## src/rtl/skc_pkg.sv

```systemverilog
package skc_pkg;
    localparam int KEY_W      = 16;
    localparam logic [KEY_W-1:0] UNLOCK_KEY = 16'h16AA;
    localparam int CTL_OFS    = 'h00;
    localparam int DIV_OFS    = 'h08;
    localparam int GATE_OFS   = 'h60;
    localparam int SEL_BIT    = 0;
    localparam int XEN_BIT    = 4;
    localparam int BYP_BIT    = 15;

    typedef struct packed {
        logic byp;
        logic xen;
        logic sel;
    } ctl_t;

    typedef enum logic [2:0] {
        INT_RUN, INT_DRAIN, EXT_WAIT, EXT_RUN, EXT_DRAIN, INT_WAIT
    } sw_state_t;
endpackage

```

## src/rtl/skc_sync.sv

```systemverilog
module skc_sync #(
    parameter int STAGES = 2
) (
    input  logic clk,
    input  logic rst_n,
    input  logic d_i,
    output logic q_o
);
    logic [STAGES-1:0] chain_q;

    always_ff @(posedge clk or negedge rst_n) begin
        if (!rst_n) chain_q <= '0;
        else        chain_q <= {chain_q[STAGES-2:0], d_i};
    end

    assign q_o = chain_q[STAGES-1];
endmodule

```

## src/rtl/skc_regs.sv

```systemverilog
module skc_regs
    import skc_pkg::*;
#(
    parameter int ADDR_W = 8,
    parameter int DATA_W = 32,
    parameter int DIV_W  = 5
) (
    input  logic              clk,
    input  logic              rst_n,
    input  logic              we_i,
    input  logic [ADDR_W-1:0] addr_i,
    input  logic [DATA_W-1:0] wdata_i,
    output logic [DATA_W-1:0] rdata_o,
    output ctl_t              ctl_o,
    output logic [DIV_W-1:0]  div_n_o,
    output logic              gate_o
);
    localparam logic [ADDR_W-1:0] A_CTL  = ADDR_W'(CTL_OFS);
    localparam logic [ADDR_W-1:0] A_DIV  = ADDR_W'(DIV_OFS);
    localparam logic [ADDR_W-1:0] A_GATE = ADDR_W'(GATE_OFS);

    ctl_t             ctl_q;
    logic [DIV_W-1:0] div_q;
    logic             gate_q;
    logic             key_ok;
    logic             unused_wdata;

    assign key_ok       = (wdata_i[DATA_W-1 -: KEY_W] == UNLOCK_KEY);
    assign unused_wdata = ^wdata_i;

    always_ff @(posedge clk or negedge rst_n) begin
        if (!rst_n) begin
            ctl_q  <= '0;
            div_q  <= '0;
            gate_q <= 1'b0;
        end else if (we_i) begin
            unique case (addr_i)
                A_CTL: if (key_ok) begin
                    ctl_q.sel <= wdata_i[SEL_BIT];
                    ctl_q.xen <= wdata_i[XEN_BIT];
                    ctl_q.byp <= wdata_i[BYP_BIT];
                end
                A_DIV:   div_q  <= wdata_i[DIV_W-1:0];
                A_GATE:  gate_q <= wdata_i[0];
                default: ;
            endcase
        end
    end

    always_comb begin
        rdata_o = '0;
        unique case (addr_i)
            A_CTL: begin
                rdata_o[SEL_BIT] = ctl_q.sel;
                rdata_o[XEN_BIT] = ctl_q.xen;
                rdata_o[BYP_BIT] = ctl_q.byp;
            end
            A_DIV:   rdata_o[DIV_W-1:0] = div_q;
            A_GATE:  rdata_o[0] = gate_q;
            default: ;
        endcase
    end

    assign ctl_o   = ctl_q;
    assign div_n_o = div_q;
    assign gate_o  = gate_q;

    // a control write without the key must not move the register
    assert_badkey_hold_R2: assert property (@(posedge clk) disable iff (!rst_n)
        (we_i && addr_i == A_CTL && !key_ok) |=> $stable(ctl_q));
endmodule

```

## src/rtl/skc_divider.sv

```systemverilog
module skc_divider #(
    parameter int PREDIV = 32,
    parameter int DIV_W  = 5
) (
    input  logic             clk,
    input  logic             rst_n,
    input  logic [DIV_W-1:0] n_i,
    output logic             phase_o
);
    localparam int PW    = $clog2(PREDIV);
    localparam int POS_W = DIV_W + PW + 1;

    logic [PW-1:0]    pre_cnt;
    logic [DIV_W-1:0] div_cnt;
    logic             tick;
    logic [POS_W-1:0] pos_w;
    logic [POS_W-1:0] half_w;
    logic             phase_q;

    assign tick   = (pre_cnt == PW'(PREDIV - 1));
    assign pos_w  = {1'b0, div_cnt, pre_cnt};
    assign half_w = ({{(PW + 1){1'b0}}, n_i} + POS_W'(1)) << (PW - 1);

    always_ff @(posedge clk or negedge rst_n) begin
        if (!rst_n) begin
            pre_cnt <= '0;
            div_cnt <= '0;
            phase_q <= 1'b0;
        end else begin
            pre_cnt <= tick ? '0 : pre_cnt + PW'(1);
            if (tick) div_cnt <= (div_cnt >= n_i) ? '0 : div_cnt + DIV_W'(1);
            phase_q <= (pos_w < half_w);
        end
    end

    assign phase_o = phase_q;

    // the predivider returns to zero after its terminal count
    assert_prediv_wrap_R4: assert property (@(posedge clk) disable iff (!rst_n)
        (pre_cnt == PW'(PREDIV - 1)) |=> (pre_cnt == '0));
endmodule

```

## src/rtl/skc_switch.sv

```systemverilog
module skc_switch
    import skc_pkg::*;
#(
    parameter int SYNC_STAGES = 2
) (
    input  logic clk,
    input  logic rst_n,
    input  logic int_ph_i,
    input  logic xtal_i,
    input  logic fail_i,
    input  ctl_t ctl_i,
    input  logic gate_i,
    output logic slow_o,
    output logic pin_o
);
    sw_state_t state_q, state_n;
    logic      xtal_s, fail_s, want_ext;
    logic      slow_d, slow_q, pin_q, gate_hold;

    skc_sync #(.STAGES(SYNC_STAGES)) u_xtal_sync (
        .clk(clk), .rst_n(rst_n), .d_i(xtal_i), .q_o(xtal_s));
    skc_sync #(.STAGES(SYNC_STAGES)) u_fail_sync (
        .clk(clk), .rst_n(rst_n), .d_i(fail_i), .q_o(fail_s));

    assign want_ext = ctl_i.sel && !(fail_s && !ctl_i.byp);

    always_comb begin
        state_n = state_q;
        unique case (state_q)
            INT_RUN:   if (want_ext)  state_n = INT_DRAIN;
            INT_DRAIN: if (!int_ph_i) state_n = EXT_WAIT;
            EXT_WAIT:  if (!xtal_s)   state_n = EXT_RUN;
            EXT_RUN:   if (!want_ext) state_n = EXT_DRAIN;
            EXT_DRAIN: if (!xtal_s)   state_n = INT_WAIT;
            INT_WAIT:  if (!int_ph_i) state_n = INT_RUN;
            default:                  state_n = INT_RUN;
        endcase
    end

    always_ff @(posedge clk or negedge rst_n) begin
        if (!rst_n) state_q <= INT_RUN;
        else        state_q <= state_n;
    end

    always_comb begin
        unique case (state_n)
            INT_RUN, INT_DRAIN: slow_d = int_ph_i;
            EXT_RUN, EXT_DRAIN: slow_d = xtal_s;
            default:            slow_d = 1'b0;
        endcase
    end

    always_ff @(posedge clk or negedge rst_n) begin
        if (!rst_n) begin
            slow_q    <= 1'b0;
            pin_q     <= 1'b0;
            gate_hold <= 1'b0;
        end else begin
            slow_q    <= slow_d;
            pin_q     <= slow_d & gate_hold;
            gate_hold <= slow_d ? gate_hold : gate_i;
        end
    end

    assign slow_o = slow_q;
    assign pin_o  = pin_q;

    // both waiting states keep the output low
    assert_wait_low_R7: assert property (@(posedge clk) disable iff (!rst_n)
        (state_q == EXT_WAIT || state_q == INT_WAIT) |-> !slow_q);

    // failure without bypass leaves the crystal run state
    assert_fallback_R8: assert property (@(posedge clk) disable iff (!rst_n)
        (state_q == EXT_RUN && fail_s && !ctl_i.byp) |=> (state_q == EXT_DRAIN));

    // the pin is frozen for the whole of a high phase
    assert_gate_steady_R9: assert property (@(posedge clk) disable iff (!rst_n)
        (slow_q && $past(slow_q)) |-> $stable(pin_q));
endmodule

```

## src/rtl/lsclk_select.sv

```systemverilog
module lsclk_select
    import skc_pkg::*;
#(
    parameter int PREDIV      = 32,
    parameter int DIV_W       = 5,
    parameter int ADDR_W      = 8,
    parameter int DATA_W      = 32,
    parameter int SYNC_STAGES = 2
) (
    input  logic              clk,
    input  logic              rst_n,
    input  logic              bus_we,
    input  logic [ADDR_W-1:0] bus_addr,
    input  logic [DATA_W-1:0] bus_wdata,
    output logic [DATA_W-1:0] bus_rdata,
    input  logic              xtal_clk_i,
    input  logic              xtal_fail_i,
    output logic              xtal_en_o,
    output logic              slow_clk_o,
    output logic              pin_clk_o
);
    ctl_t             ctl;
    logic [DIV_W-1:0] div_n;
    logic             gate;
    logic             int_ph;

    skc_regs #(.ADDR_W(ADDR_W), .DATA_W(DATA_W), .DIV_W(DIV_W)) u_regs (
        .clk(clk), .rst_n(rst_n), .we_i(bus_we), .addr_i(bus_addr),
        .wdata_i(bus_wdata), .rdata_o(bus_rdata), .ctl_o(ctl),
        .div_n_o(div_n), .gate_o(gate));

    skc_divider #(.PREDIV(PREDIV), .DIV_W(DIV_W)) u_div (
        .clk(clk), .rst_n(rst_n), .n_i(div_n), .phase_o(int_ph));

    skc_switch #(.SYNC_STAGES(SYNC_STAGES)) u_sw (
        .clk(clk), .rst_n(rst_n), .int_ph_i(int_ph), .xtal_i(xtal_clk_i),
        .fail_i(xtal_fail_i), .ctl_i(ctl), .gate_i(gate),
        .slow_o(slow_clk_o), .pin_o(pin_clk_o));

    assign xtal_en_o = ctl.xen;
endmodule

```

## config.mk

```make
export PLATFORM = sky130hd
export DESIGN_NAME = lsclk_select
export DESIGN_NICKNAME = d
export VERILOG_FILES = /design/src/rtl/skc_pkg.sv /design/src/rtl/skc_sync.sv /design/src/rtl/skc_regs.sv /design/src/rtl/skc_divider.sv /design/src/rtl/skc_switch.sv /design/src/rtl/lsclk_select.sv
export SDC_FILE = /design/constraint.sdc
export NUM_CORES = 1
export LEC_CHECK = 0
export ABC_AREA = 1
export CAP_MARGIN = 0
export CORE_MARGIN = 8
export CORE_UTILIZATION = 39
export CTS_CLUSTER_SIZE = 12
export DETAILED_ROUTE_END_ITERATION = 10
export PLACE_DENSITY = 0.85
export SYNTH_ARGS = -nofsm -noshare
export SYNTH_HDL_FRONTEND = slang
export SYNTH_SLANG_ARGS = --single-unit
```

## constraint.sdc

```tcl
create_clock -name clk -period 1.6 [get_ports clk]
set_input_delay 0.48 -clock clk [delete_from_list [all_inputs] [get_ports clk]]
set_output_delay 0.48 -clock clk [all_outputs]
set_load 0.1 [all_outputs]
```

==> reports/results.ini <==
[status]
status=finished with violations
violations=setup timing

[cells_and_area]
areaGrowthSynthToFinish_pct=50.1
multi_input_area_um2=1140
regArea_um2=751
stdcell_count=367
diodes=0
nets=358
fillers=381
drive_gt1_share_pct=33.0
final_core_util_pct=61.1

[sta]
max_freq_ghz=0.494
slew_violations=0
final-hold-violation-count=0
finalCritPeriodShare_pct=127
setup_ws_ns=-0.425
rsz0062_at_grt=yes
finalSetupViolCount=7
period_needed_ns=2.03
skew_ns=0.00807

[floorplan]
die_x_um=86.4
io-pin-count=80
row_count=25
dieArea_um2=7470
core_area_um2=4750
fp.dieH_um=86.4
initial_core_util_pct=40.7

[routing]
dr.pass1.iters=4
ant_nets=0
drt-initial-drc-count=88
wl_per_cell_um=14.1
vias=1728
viasPerCell=4.71
drc=0
wirelength_mm=5.16

[worst_setup_path]
critPathCaptureType=output port
start_kind=primary input
worst-path-max-fanout=3
arrival_ns=1.55
rrSetupSlack_ns=0
r2r_start=u_regs.div_n_o[1]
cp_data_required_time_ns=1.12
r2r_cells=6
path_class=in2out
r2r-end=u_div.phase_o
crit_start=bus_addr[7]
crit_path_end=bus_rdata[0]

[logic_synthesis]
yosysSeqAreaShare_pct=38.8
syn_inst=231
synth.largest_area_cell=dfrtp_1
synthArstFlopShare_pct=100
synth_area_leaders=dfrtp_1 (39%), buf_4 (10%), ha_1 (9.1%)
synth_top_area_share_pct=38.8
synth_commonest_cells=nand2_1 (34), dfrtp_1 (30), inv_1 (30), buf_4 (26), nor2_1 (17)
synth-edff-count=0
synth.most_common_cell=nand2_1
syn_area_per_cell_um2=8.37
yosys_warnings=0
syn_area_um2=1930
ys_types=32
synth-main-ff-cell=dfrtp_1
ys_ff_latch=30

[placement]
io_buffers=43
dp.cells=350
gp_congestion=0.825
dpl.hpwl_mm=3.59

[global_route]
grt_pass1_wl_mm=7.63
grt_pass1_vias=1696
antenna_found_initial=0
grt_max_degree=31
track_usage_pct=12.8
grt-ovfl-total=0

[clock_tree]
ctsHtreeMaxLevel=2
cts.sinks=30
cts_tree=done
cts-root-buf=clkbuf_8
clk-insertion-delay-late_ns=0.28
cts_buffers=5
cts_buffer_depth=2
clk_pin_slew_ns=0.06

[run]
maxCapViolations=0

[pwr]
p_leak_nw=1.40
vdd_drop_max_mv=0.535
pwr_density_cell_nw_per_um2=802

[worst_hold_path]
hp-class=reg2reg

flip-flops by register name, summed over array words and instances, names as in the netlist:
| signal | count |
|---|---|
| u_div.pre_cnt | 5 |
| u_regs.ctl_o | 3 |
| u_regs.div_n_o | 5 |
| u_sw.u_xtal_sync.chain_q | 2 |
| u_div.div_cnt | 5 |
| u_sw.gate_hold | 1 |
| u_sw.state_q | 3 |
| u_div.phase_o | 1 |
| u_sw.slow_o | 1 |
| u_sw.u_fail_sync.chain_q | 2 |
| u_sw.pin_o | 1 |
| u_regs.gate_o | 1 |
worst max-delay path, stage by stage:
cell and delay [ns]:
buf_8 0.11, inv_12 0.04, nand2_4 0.04, nor3_4 0.24, nand4_4 0.12, o211ai_1 0.25
clkbuf_16 0.25
cell type report:
class	count	area share [%]
Multi-Input combinational cell	166	39.4
Sequential cell	30	25.9
Timing Repair Buffer	63	23.2
Inverter	33	4.87
Clock buffer	8	3.79
Tap cell	67	2.89
through the flow:
step | TNS, ns | hold WS, ns | worst slack, ns | total power, mW | cell area [µm²]
after global routing | -3.03 | 0.354 | -0.480 | 2.42 | 2900
after CTS | -2.42 | 0.350 | -0.442 | 2.29 | 2760
final | -2.42 | 0.349 | -0.425 | 2.33 | 2900
after global placement | -8.30 | 0.335 | -0.904 | 1.56 | 2570
after detailed placement | -9.00 | 0.336 | -0.971 | 1.57 | 2570
after floorplan | -5.68 | 0.184 | -1.24 | 1.40 | 2070
cell families after synthesis:
group / share of synthesized area [%]
xor+xnor: 2.26
fa+ha+maj: 9.06
flops: 38.8
compound gates: 7.96
other cells: 0.194
simple gates: 25.0
buf+inv: 16.8
placed cells by master, fill, tap and decap left out, types with 2 or more instances in the layout:
cell and n:
clkbuf_2 2, inv_1 25, nor2_4 8, nor2_2 5, o21ai_0 3, nand2_2 9, buf_4 18, buf_12 9
inv_2 5, xor2_1 4, clkbuf_8 8, buf_6 2, nor4_2 2, ha_1 10, buf_2 3, a21oi_1 6
nand4_1 5, nand2_1 30, nor2_1 9, conb_1 26, a21oi_2 4, nand3_1 11, nor4_1 2, o211ai_1 2
ha_4 2, nand3_2 7, ha_2 2, o21ai_1 6, clkdlybuf4s50_1 26, dfrtp_1 30
worst min-delay path by stage:
stage / start / to / slack (ns) / cells after the start
after floorplan: rst_n / u_div.div_cnt[0] / 0.18 / 0
after global placement: u_sw.u_xtal_sync.chain_q[0] / u_sw.u_xtal_sync.chain_q[1] / 0.34 / 0
after detailed placement: u_sw.u_xtal_sync.chain_q[0] / u_sw.u_xtal_sync.chain_q[1] / 0.34 / 0
after CTS: u_sw.u_xtal_sync.chain_q[0] / u_sw.u_xtal_sync.chain_q[1] / 0.35 / 0
after global routing: u_sw.u_xtal_sync.chain_q[0] / u_sw.u_xtal_sync.chain_q[1] / 0.35 / 0
final: u_sw.u_xtal_sync.chain_q[0] / u_sw.u_xtal_sync.chain_q[1] / 0.35 / 0
per-layer routing:
metal,routed length [µm],vias to the layer above,track usage [%]
met5,0,-,0
met4,78,0,7.20
met3,289,4,3.12
met2,2840,54,22.9
met1,1950,828,13.3
li1,-,842,-
power breakdown:
group | switching (mW) | internal, mW | total (mW) | leakage (nW)
sequential | 0.0344 | 0.803 | 0.838 | 0.362
clock | 0.291 | 0.434 | 0.725 | 0.0575
combinational | 0.542 | 0.222 | 0.765 | 0.983
timing repair:
item | 4_1_cts | 5_1_grt
endpoints found under the setup margin | 16 | 15
buffers inserted | 3 | 6
resized for setup | 44 | 32
pin swaps | 9 | 21
hold buffers | 0 | 0
(Power assumes the default switching activity.)
